**config.mk**
```make
export PLATFORM = sky130hd
export DESIGN_NAME = pgwalk_top
export DESIGN_NICKNAME = d
export VERILOG_FILES = /design/src/rtl/pgwalk_pkg.sv /design/src/rtl/pgwalk_canon.sv /design/src/rtl/pgwalk_index.sv /design/src/rtl/pgwalk_perm.sv /design/src/rtl/pgwalk_top.sv
export SDC_FILE = /design/constraint.sdc
export NUM_CORES = 1
export LEC_CHECK = 0
export ABC_AREA = 1
export CAP_MARGIN = 20
export CORE_ASPECT_RATIO = 0.75
export CORE_UTILIZATION = 41
export DETAILED_ROUTE_END_ITERATION = 10
export PLACE_DENSITY = 0.78
export SYNTH_ARGS = -nofsm -noshare
export SYNTH_HDL_FRONTEND = slang
export SYNTH_SLANG_ARGS = --single-unit
```
**constraint.sdc**
```tcl
create_clock -name clk -period 1.5 [get_ports clk]
set_clock_uncertainty 0.05 [all_clocks]
set_input_delay 0.375 -clock clk [delete_from_list [all_inputs] [get_ports clk]]
set_output_delay 0.375 -clock clk [all_outputs]
set_load 0.1 [all_outputs]
```
**src/rtl/pgwalk_pkg.sv**
```systemverilog
package pgwalk_pkg;
    localparam int VA_W      = 64;
    localparam int PA_W      = 40;
    localparam int ENT_W     = 64;
    localparam int OFF_W     = 12;
    localparam int IDX_W     = 9;
    localparam int LEVELS    = 4;
    localparam int FRAME_W   = PA_W - OFF_W;
    localparam int LVL_W     = $clog2(LEVELS);
    localparam int TOP_BIT   = OFF_W + IDX_W * LEVELS - 1;
    localparam int ESZ_W     = 3;
    localparam int BIT_PRES  = 0;
    localparam int BIT_WR    = 1;
    localparam int BIT_USR   = 2;
    localparam int BIT_ACC   = 5;
    localparam int BIT_XD    = 63;
    localparam int RSV_LO    = 40;
    localparam int RSV_HI    = 51;

    typedef enum logic [2:0] {
        FLT_NONE     = 3'd0,
        FLT_NONCANON = 3'd1,
        FLT_NOTPRES  = 3'd2,
        FLT_RSVD     = 3'd3,
        FLT_WPROT    = 3'd4,
        FLT_UPROT    = 3'd5,
        FLT_XD       = 3'd6
    } fault_e;

    typedef enum logic [2:0] {
        ST_IDLE,
        ST_FETCH,
        ST_CHECK,
        ST_MARK,
        ST_REPLY
    } state_e;
endpackage

```
**src/rtl/pgwalk_canon.sv**
```systemverilog
module pgwalk_canon
    import pgwalk_pkg::*;
(
    input  logic [VA_W-1:TOP_BIT] upper,
    output logic                  canon
);
    localparam int EXT_N = VA_W - 1 - TOP_BIT;
    logic [EXT_N-1:0] differs;

    for (genvar i = 0; i < EXT_N; i++) begin : g_ext
        assign differs[i] = upper[TOP_BIT + 1 + i] ^ upper[TOP_BIT];
    end

    assign canon = ~|differs;
endmodule

```
**src/rtl/pgwalk_index.sv**
```systemverilog
module pgwalk_index
    import pgwalk_pkg::*;
(
    input  logic [TOP_BIT:OFF_W] va,
    input  logic [LVL_W-1:0]     lvl,
    output logic [IDX_W-1:0]     idx
);
    logic [IDX_W-1:0] field [LEVELS];

    for (genvar l = 0; l < LEVELS; l++) begin : g_lvl
        assign field[l] = va[OFF_W + IDX_W * (LEVELS - 1 - l) +: IDX_W];
    end

    assign idx = field[lvl];
endmodule

```
**src/rtl/pgwalk_perm.sv**
```systemverilog
module pgwalk_perm
    import pgwalk_pkg::*;
(
    input  logic                  pres,
    input  logic                  wr_ok,
    input  logic                  usr_ok,
    input  logic                  xd,
    input  logic [RSV_HI:RSV_LO]  rsvd,
    input  logic                  acc_write,
    input  logic                  acc_user,
    input  logic                  acc_exec,
    input  logic                  nx_en,
    output fault_e                fault
);
    always_comb begin
        if (!pres)                             fault = FLT_NOTPRES;
        else if (|rsvd)                        fault = FLT_RSVD;
        else if (acc_user && !usr_ok)          fault = FLT_UPROT;
        else if (acc_write && acc_user && !wr_ok) fault = FLT_WPROT;
        else if (acc_exec && nx_en && xd)      fault = FLT_XD;
        else                                   fault = FLT_NONE;
    end
endmodule

```
**src/rtl/pgwalk_top.sv**
```systemverilog
module pgwalk_top
    import pgwalk_pkg::*;
(
    input  logic               clk,
    input  logic               rst_n,
    input  logic [FRAME_W-1:0] root_frame,
    input  logic               nx_enable,
    input  logic               req_valid,
    input  logic [VA_W-1:0]    req_vaddr,
    input  logic               req_write,
    input  logic               req_user,
    input  logic               req_exec,
    output logic               busy,
    output logic               rsp_valid,
    output logic [2:0]         rsp_fault,
    output logic [LVL_W-1:0]   rsp_level,
    output logic [PA_W-1:0]    rsp_paddr,
    output logic               mem_req,
    output logic               mem_we,
    output logic [PA_W-1:0]    mem_addr,
    output logic [ENT_W-1:0]   mem_wdata,
    input  logic               mem_ack,
    input  logic [ENT_W-1:0]   mem_rdata
);
    localparam logic [LVL_W-1:0] LAST_LVL = LVL_W'(LEVELS - 1);

    state_e               state, state_nx;
    logic [LVL_W-1:0]     lvl_q;
    logic [FRAME_W-1:0]   base_q;
    logic [TOP_BIT:0]     va_q;
    logic                 wr_q, usr_q, exe_q;
    logic [ENT_W-1:0]     ent_q;
    fault_e               fault_q;
    logic [LVL_W-1:0]     flvl_q;
    logic [PA_W-1:0]      paddr_q;

    logic                 canon;
    logic [IDX_W-1:0]     idx;
    fault_e               lvl_fault;
    logic                 advance;

    pgwalk_canon i_canon (
        .upper (req_vaddr[VA_W-1:TOP_BIT]),
        .canon (canon)
    );

    pgwalk_index i_index (
        .va  (va_q[TOP_BIT:OFF_W]),
        .lvl (lvl_q),
        .idx (idx)
    );

    pgwalk_perm i_perm (
        .pres      (ent_q[BIT_PRES]),
        .wr_ok     (ent_q[BIT_WR]),
        .usr_ok    (ent_q[BIT_USR]),
        .xd        (ent_q[BIT_XD]),
        .rsvd      (ent_q[RSV_HI:RSV_LO]),
        .acc_write (wr_q),
        .acc_user  (usr_q),
        .acc_exec  (exe_q),
        .nx_en     (nx_enable),
        .fault     (lvl_fault)
    );

    // A level is passed once its entry is judged clean and its accessed flag is in memory
    assign advance = (state == ST_CHECK && lvl_fault == FLT_NONE && ent_q[BIT_ACC])
                   || (state == ST_MARK && mem_ack);

    always_ff @(posedge clk) begin
        if (!rst_n) state <= ST_IDLE;
        else        state <= state_nx;
    end

    always_comb begin
        state_nx = state;
        unique case (state)
            ST_IDLE:  if (req_valid) state_nx = canon ? ST_FETCH : ST_REPLY;
            ST_FETCH: if (mem_ack)   state_nx = ST_CHECK;
            ST_CHECK: begin
                if (lvl_fault != FLT_NONE) state_nx = ST_REPLY;
                else if (!ent_q[BIT_ACC])  state_nx = ST_MARK;
                else                       state_nx = (lvl_q == LAST_LVL) ? ST_REPLY : ST_FETCH;
            end
            ST_MARK:  if (mem_ack) state_nx = (lvl_q == LAST_LVL) ? ST_REPLY : ST_FETCH;
            ST_REPLY: state_nx = ST_IDLE;
            default:  state_nx = ST_IDLE;
        endcase
    end

    always_ff @(posedge clk) begin
        if (!rst_n) begin
            lvl_q   <= '0;
            base_q  <= '0;
            va_q    <= '0;
            wr_q    <= 1'b0;
            usr_q   <= 1'b0;
            exe_q   <= 1'b0;
            ent_q   <= '0;
            fault_q <= FLT_NONE;
            flvl_q  <= '0;
            paddr_q <= '0;
        end else begin
            if (state == ST_IDLE && req_valid) begin
                va_q    <= req_vaddr[TOP_BIT:0];
                wr_q    <= req_write;
                usr_q   <= req_user;
                exe_q   <= req_exec;
                base_q  <= root_frame;
                lvl_q   <= '0;
                flvl_q  <= '0;
                paddr_q <= '0;
                fault_q <= canon ? FLT_NONE : FLT_NONCANON;
            end
            if (state == ST_FETCH && mem_ack) ent_q <= mem_rdata;
            if (state == ST_CHECK && lvl_fault != FLT_NONE) begin
                fault_q <= lvl_fault;
                flvl_q  <= lvl_q;
            end
            if (advance) begin
                flvl_q <= lvl_q;
                if (lvl_q == LAST_LVL) begin
                    paddr_q <= {ent_q[PA_W-1:OFF_W], va_q[OFF_W-1:0]};
                end else begin
                    base_q <= ent_q[PA_W-1:OFF_W];
                    lvl_q  <= lvl_q + 1'b1;
                end
            end
        end
    end

    always_comb begin
        busy      = (state != ST_IDLE);
        rsp_valid = (state == ST_REPLY);
        rsp_fault = fault_q;
        rsp_level = flvl_q;
        rsp_paddr = paddr_q;
        mem_req   = (state == ST_FETCH) || (state == ST_MARK);
        mem_we    = (state == ST_MARK);
        mem_addr  = {base_q, idx, {ESZ_W{1'b0}}};
        mem_wdata = ent_q;
        mem_wdata[BIT_ACC] = 1'b1;
    end
endmodule

```
==> impl_metrics.toml, run 1 <==
[status]
outcome = "finished with violations"
violations = "setup timing"

[floorplanning]
core_area_mm2 = 0.0212
die_height_um = 129
io_pins = 317
num_rows = 46
die_area_mm2 = 0.0222
start_util = 0.418
die_x_um = 172

[routing]
postRouteAntennaNets = 0
viasPerCell = 5.69
route.detailed.drc = 0
wl_per_cell_um = 22.7
wirelength_mm = 45.0
via_count = 11285
drt_first_pass_iters = 5
drt_iter0_drc = 1029

[clock_network]
htreeDepth = 4
cts_sinks = 193
cts_buffers = 17
ctsHoldBuffers = 0
cts-root-buf = "clkbuf_16"
cts_tree = "yes"
insertion_delay_ns = 0.44
cts.clk_slew.worst_paths_ns = 0.08
clockBufferDepth = 2

[setup_path]
rr_worst_depth = 11
crit_path_max_incr_delay_ns = 0.42
endpoint_kind = "register"
slowest_stage = "clkdlybuf4s50_1"
path_class = "in -> reg"
r2r_setup_slack_ns = -0.46
r2r_end = "base_q[6]"
cp_max_fo = 8
cp_data_required_time_ns = 1.78
critPathArrivalTime_ns = 2.28
timing.rr.start = "ent_q[41]"
crit_chain = "clkdlybuf4s50_1 > nand3_1 > inv_1 > nor2_2 > inv_1 > nor2_4 > nand3_4 > nand2_8 > buf_12 > nand2_8 > nor2_1 > nor2_1"
startpoint_type = "input port"

[timing]
rsz0062_at_grt = "yes"
fin_crit_ns = 1.99
finalSetupViolations = 209
worstMarginPinSlew_ns = 0.660
slew_headroom = 0.560
drv_slew = 0
setup_ws_ns = -0.494
fin_worst_hold_slack_ns = 0.325
finalHoldViolations = 0
fin_setup_tns_ns = -60.09
max_freq_ghz = 0.502
timing.final.crit_share = 1.33

[min_path]
holdPathEnd = "base_q[8]"
hold_start = "rst_n"
hold_path_depth = 3
worstHoldPathType = "in -> reg"

[place]
place_congestion = 0.855
place_area_mm2 = 0.0142
pre_cts_ws_ns = -0.692
dp_hpwl_mm = 22.7
dp_cells = 1862
io_buffers = 312

[power]
power.leakage_nw = 7.29
power-per-cell-area_mw_per_mm2 = 707
vdd_drop_max_mv = 0.750
power_mw = 12.7

[job]
max_cap_violations = 0

[synthesis]
ys_types = 28
syn-cell-area_mm2 = 0.00886
yosysSeqAreaShare = 0.436
ys_warn_count = 0
synthCells = 1310
ys_ff_latch = 193
avgSynthCellArea_um2 = 6.76

[grt]
grt_pass1_vias = 10376
antenna_found_initial = 3
grt_overflow = 0
track_usage = 0.337
grt_pass1_wl_mm = 56.8
grt_max_degree = 68

[cells_and_area]
multi_input_area_mm2 = 0.00567
fin_util = 0.850
fin_cells = 1983
area_growth_pct = 103
mostFrequentLayoutCells = "nand2_1, buf_12, clkdlybuf4s50_1"
nNetsFinal = 1843
fillCellCount = 956
drive_above_1_share = 0.460
fin_area_mm2 = 0.0180
seq_area_mm2 = 0.00398
final_common_cell = "nand2_1"
worst max-delay path: cells and delay by family:
kind | cells | cell delay (ns)
buffers and inverters | 4 | 0.78
and+or+nand+nor | 8 | 1.12
per-layer routing:
layer,global-route usage,vias to the layer above,wire (um)
met5,0,-,0
met4,0.146,0,2500
met3,0.0938,205,4950
met2,0.566,803,21300
met1,0.404,5385,16300
li1,-,4892,-
where the power goes:
group          switching [mW]  internal, mW  total, mW
Combinational            1.55          1.24       2.79
Clock                    2.30          2.24       4.54
Sequential              0.145          5.26       5.40
Total                    4.00          8.74       12.7
flip-flops by register name (all words and copies together), names as in the netlist:
signal and count:
usr_q 1, wr_q 1, rsp_paddr 40, rsp_level 2
va_q 48, exe_q 1, rsp_fault 3, state 3
ent_q 64, lvl_q 2, base_q 28
cell type report:
| cell class | instances | area share |
|---|---|---|
| timing repair buffer | 491 | 0.397 |
| multi-input combinational | 922 | 0.315 |
| sequential | 193 | 0.221 |
| clock buffer | 19 | 0.0246 |
| tap | 288 | 0.0200 |
| inverter | 51 | 0.0135 |
| clock inverter | 13 | 0.00674 |
| timing repair inverter | 2 | 0.00153 |
| antenna | 4 | 0.000556 |
how the worst max path moves through the flow:
stage / start / to / slack [ns] / cells after the start
4_1_cts: state[2] / ent_q[21] / -0.43 / 13
3_3_place_gp: nx_enable / base_q[20] / -0.65 / 11
2_1_floorplan: state[0] / rsp_paddr[16] / -0.87 / 10
3_5_place_dp: nx_enable / base_q[6] / -0.69 / 12
5_1_grt: lvl_q[0] / mem_addr[11] / -0.54 / 5
6_report: nx_enable / base_q[6] / -0.49 / 12
cells in the mapped netlist:
cell	n	area [um^2]
o22ai_1	9	56.3
buf_2	24	120
buf_1	5	18.8
inv_1	44	165
a21oi_1	111	556
nand3_2	2	20.0
nor2_2	3	18.8
clkinv_1	1	3.75
o21ai_1	2	10.0
nand3_1	39	195
nand2_1	399	1500
nand2_2	1	6.26
clkbuf_2	1	5.00
o21ai_0	102	510
buf_4	68	510
nor2_4	2	22.5
a31oi_1	1	6.26
dfxtp_1	193	3860
ha_1	1	12.5
conb_1	2	7.51
nand4_1	32	200
clkbuf_1	52	195
nor2_1	200	751
buf_6	3	33.8
o31ai_1	1	7.51
inv_2	6	22.5
nor3_1	4	20.0
nand2_4	2	22.5
cell families after synthesis:
group,share of synthesized area
AOI/OAI and AO/OA,0.129
other,0.000848
and+or+nand+nor,0.311
buffers and inverters,0.121
adders and majority gates,0.00141
DFF,0.436
timing repair:
item | in CTS | in global routing
gates cloned | 33 | 10
pin swaps | 82 | 92
resized for setup | 359 | 294
hold endpoints to repair | 0 | 0
endpoints found under the setup margin | 246 | 216
buffers inserted | 38 | 30
Power figures use the tool's default switching activity.
==> run 2: changes to the inputs <==
--- a/config.mk
+++ b/config.mk
@@ -8,9 +8,10 @@
 export ABC_AREA = 1
 export CAP_MARGIN = 20
 export CORE_ASPECT_RATIO = 0.75
-export CORE_UTILIZATION = 41
+export CORE_UTILIZATION = 42
 export DETAILED_ROUTE_END_ITERATION = 10
-export PLACE_DENSITY = 0.78
+export PLACE_DENSITY = 0.79
 export SYNTH_ARGS = -nofsm -noshare
 export SYNTH_HDL_FRONTEND = slang
+export SYNTH_HIERARCHICAL = 1
 export SYNTH_SLANG_ARGS = --single-unit
==> run 2 against run 1 <==
Effect of this change: the flow still finishes with violations (setup timing); non-clock buffer count down 76; die area rose by 1.8%; critical path depth grew 3; sequential share of layout area grew 2.3 points; first-iteration DRC count shrank 30%; routed wire length shrank 25%; sequential power is essentially flat; final area decreased by 10%; register-to-register slack got worse by 0.16 ns; critical path type is now reg -> reg; highest routed layer unchanged.
==> impl_metrics.toml, run 2 <==
[status]
outcome = "finished with violations"
violations = "setup timing"

[timing]
timing.final.crit_share = 1.41
fin_crit_ns = 2.12
setup_ws_ns = -0.622
fin_setup_tns_ns = -45.20
max_freq_ghz = 0.471
drv_slew = 0
finalSetupViolations = 101
finalHoldViolations = 0
rsz0062_at_grt = "yes"

[cells_and_area]
nNetsFinal = 1790
fillCellCount = 1364
largest-register = "ent_q"
drive_above_1_share = 0.321
fin_util = 0.759
fin_area_mm2 = 0.0162
final_common_cell = "nand2_1"
fin_cells = 1927
area_growth_pct = 75.3
largest_reg_flops = 64
mostFrequentLayoutCells = "nand2_1, buf_12, clkdlybuf4s50_1"

[setup_path]
endpoint_kind = "register"
critPathArrivalTime_ns = 2.40
path_class = "reg -> reg"
startpoint_type = "register"
cp_data_required_time_ns = 1.78
cp_max_fo = 16

[grt]
busiest_layer = "met2"
met3_usage = 0.0784
antenna_found_initial = 0
grt_overflow = 0
grt_util_met2 = 0.477
grt_util_met1 = 0.335
grt_pass1_wl_mm = 49.6
track_usage = 0.276
grt_pass1_vias = 9515
grt_max_degree = 86

[synthesis]
avgSynthCellArea_um2 = 6.86
synth-edff-count = 0
syn-cell-area_mm2 = 0.00924
yosys-top-cells-area = "dfxtp_1, nand2_1, a21oi_1, o21ai_0, inv_1"
synth_compound_area_frac = 0.158
synth_top_cell_by_area = "dfxtp_1"
synth_most_common_cell = "nand2_1"
ys_types = 34
ys_ff_latch = 193
synthCells = 1347
ys_warn_count = 6
synth-xor-area-share = 0
yosysTopAreaCellShare = 0.418
async_flop_share = 0
synthTopCellsByCount = "nand2_1, dfxtp_1, a21oi_1"
synth_top_family_by_area = "simple AND/OR/NAND/NOR gates"
synth_flop_cell = "dfxtp_1"
synth-simple-area-share = 0.255
synth_fa_ha_area_frac = 0.00135
yosysSeqAreaShare = 0.418
muxShareOfSynthArea = 0

[clock_network]
cts_sinks = 193
clockBufferDepth = 2
cts-root-buf = "clkbuf_16"
cts_tree = "yes"
htreeDepth = 4
cts_buffers = 17
ctsHoldBuffers = 0
cts.clk_slew.worst_paths_ns = 0.08
insertion_delay_ns = 0.43

[power]
vdd_drop_max_mv = 0.738
power.leakage_nw = 6.57
power-per-cell-area_mw_per_mm2 = 756

[routing]
postRouteAntennaNets = 0
via_count = 10100
drt_first_pass_iters = 5
drt_iter0_drc = 719
viasPerCell = 5.24
wirelength_mm = 33.7
route.detailed.drc = 0
wl_per_cell_um = 17.5

[place]
io_buffers = 312
place_congestion = 0.862
dp_cells = 1862
dp_hpwl_mm = 21.8
pre_cts_ws_ns = -0.679
place_area_mm2 = 0.0142

[floorplanning]
die_x_um = 173
die_height_um = 130
num_rows = 46
die_area_mm2 = 0.0226
io_pins = 317
start_util = 0.433
core_area_mm2 = 0.0214

[min_path]
worstHoldPathType = "in -> reg"

[job]
max_cap_violations = 0
==> run 2: cell count changes in the layout (fill, tap and decap cells not counted), sizes merged, moves of 56 or more <==
| cell | previous run | this run |
|---|---|---|
| a21oi | 111 | 167 |
| buf | 320 | 247 |
| inv | 58 | 170 |
| nand2 | 409 | 287 |
| nand3 | 41 | 117 |
| nor2 | 205 | 99 |
==> run 2: worst max-delay path, cell delays in order (launching register included) <==
cell,delay (ns)
dfxtp_2,0.33
nor2_2,0.12
nand2_2,0.09
nor2_4,0.19
nand2_2,0.07
nor2_2,0.09
nand2_1,0.09
nor2_2,0.11
nand2_2,0.08
inv_2,0.07
nand3_4,0.10
nand2_8,0.16
nand2_8,0.08
clkbuf_16,0.18
nor2_1,0.12
nor2_1,0.07
==> run 2: area by class of cell <==
class                      instances  area [um^2]  share of cell area
multi-input combinational        835         4680               0.289
antenna                            1         2.50            0.000154
timing repair buffer             415         5980               0.369
clock buffer                      17          425              0.0263
tap                              288          360              0.0222
clock inverter                    15          149             0.00919
timing repair inverter             1         11.3            0.000695
inverter                         162          638              0.0394
sequential                       193         3950               0.244
==> run 2: logic make-up after synthesis <==
family | after synthesis
flops | 193
other cells | 2
simple gates | 540
buf+inv | 321
compound gates | 290
fa+ha+maj | 1
==> run 2: per-layer routing <==
metal  vias to the layer above  wire length, um  part of all wire
met5                         -                0                 0
met4                         0             1060             0.032
met3                        76             2820             0.084
met2                       455            16200              0.48
met1                      4769            13600              0.40
li1                       4800                -                 -
==> run 2: through the flow <==
| step | total power, mW | hold WS (ns) |
|---|---|---|
| detailed placement | 7.64 | 0.384 |
| global route | 12.7 | 0.245 |
| floorplan | 6.66 | 0.369 |
| finish | 12.3 | 0.251 |
| global placement | 7.59 | 0.380 |
| CTS | 12.1 | 0.226 |
==> run 2: worst paths after layout <==
kind,cells after the start,to,slack (ns),startpoint
setup / recovery,15,rsp_paddr[27],-0.62,ent_q[47]
hold / removal,3,lvl_q[0],0.25,rst_n
setup reg to reg,15,rsp_paddr[27],-0.62,ent_q[47]
hold reg to reg,2,va_q[47],0.39,va_q[47]
==> run 2: timing repair <==
action | in CTS | in global routing
gates resized for setup | 147 | 226
pin swaps | 42 | 42
gates cloned | 6 | 8
buffers inserted | 15 | 11
setup endpoints to repair | 117 | 242
==> run 2: report_power, final <==
group	internal [mW]	total, mW	switching, mW
Sequential	5.28	5.40	0.119
Combinational	1.01	2.38	1.37
Clock	2.22	4.47	2.25
Total	8.50	12.3	3.75
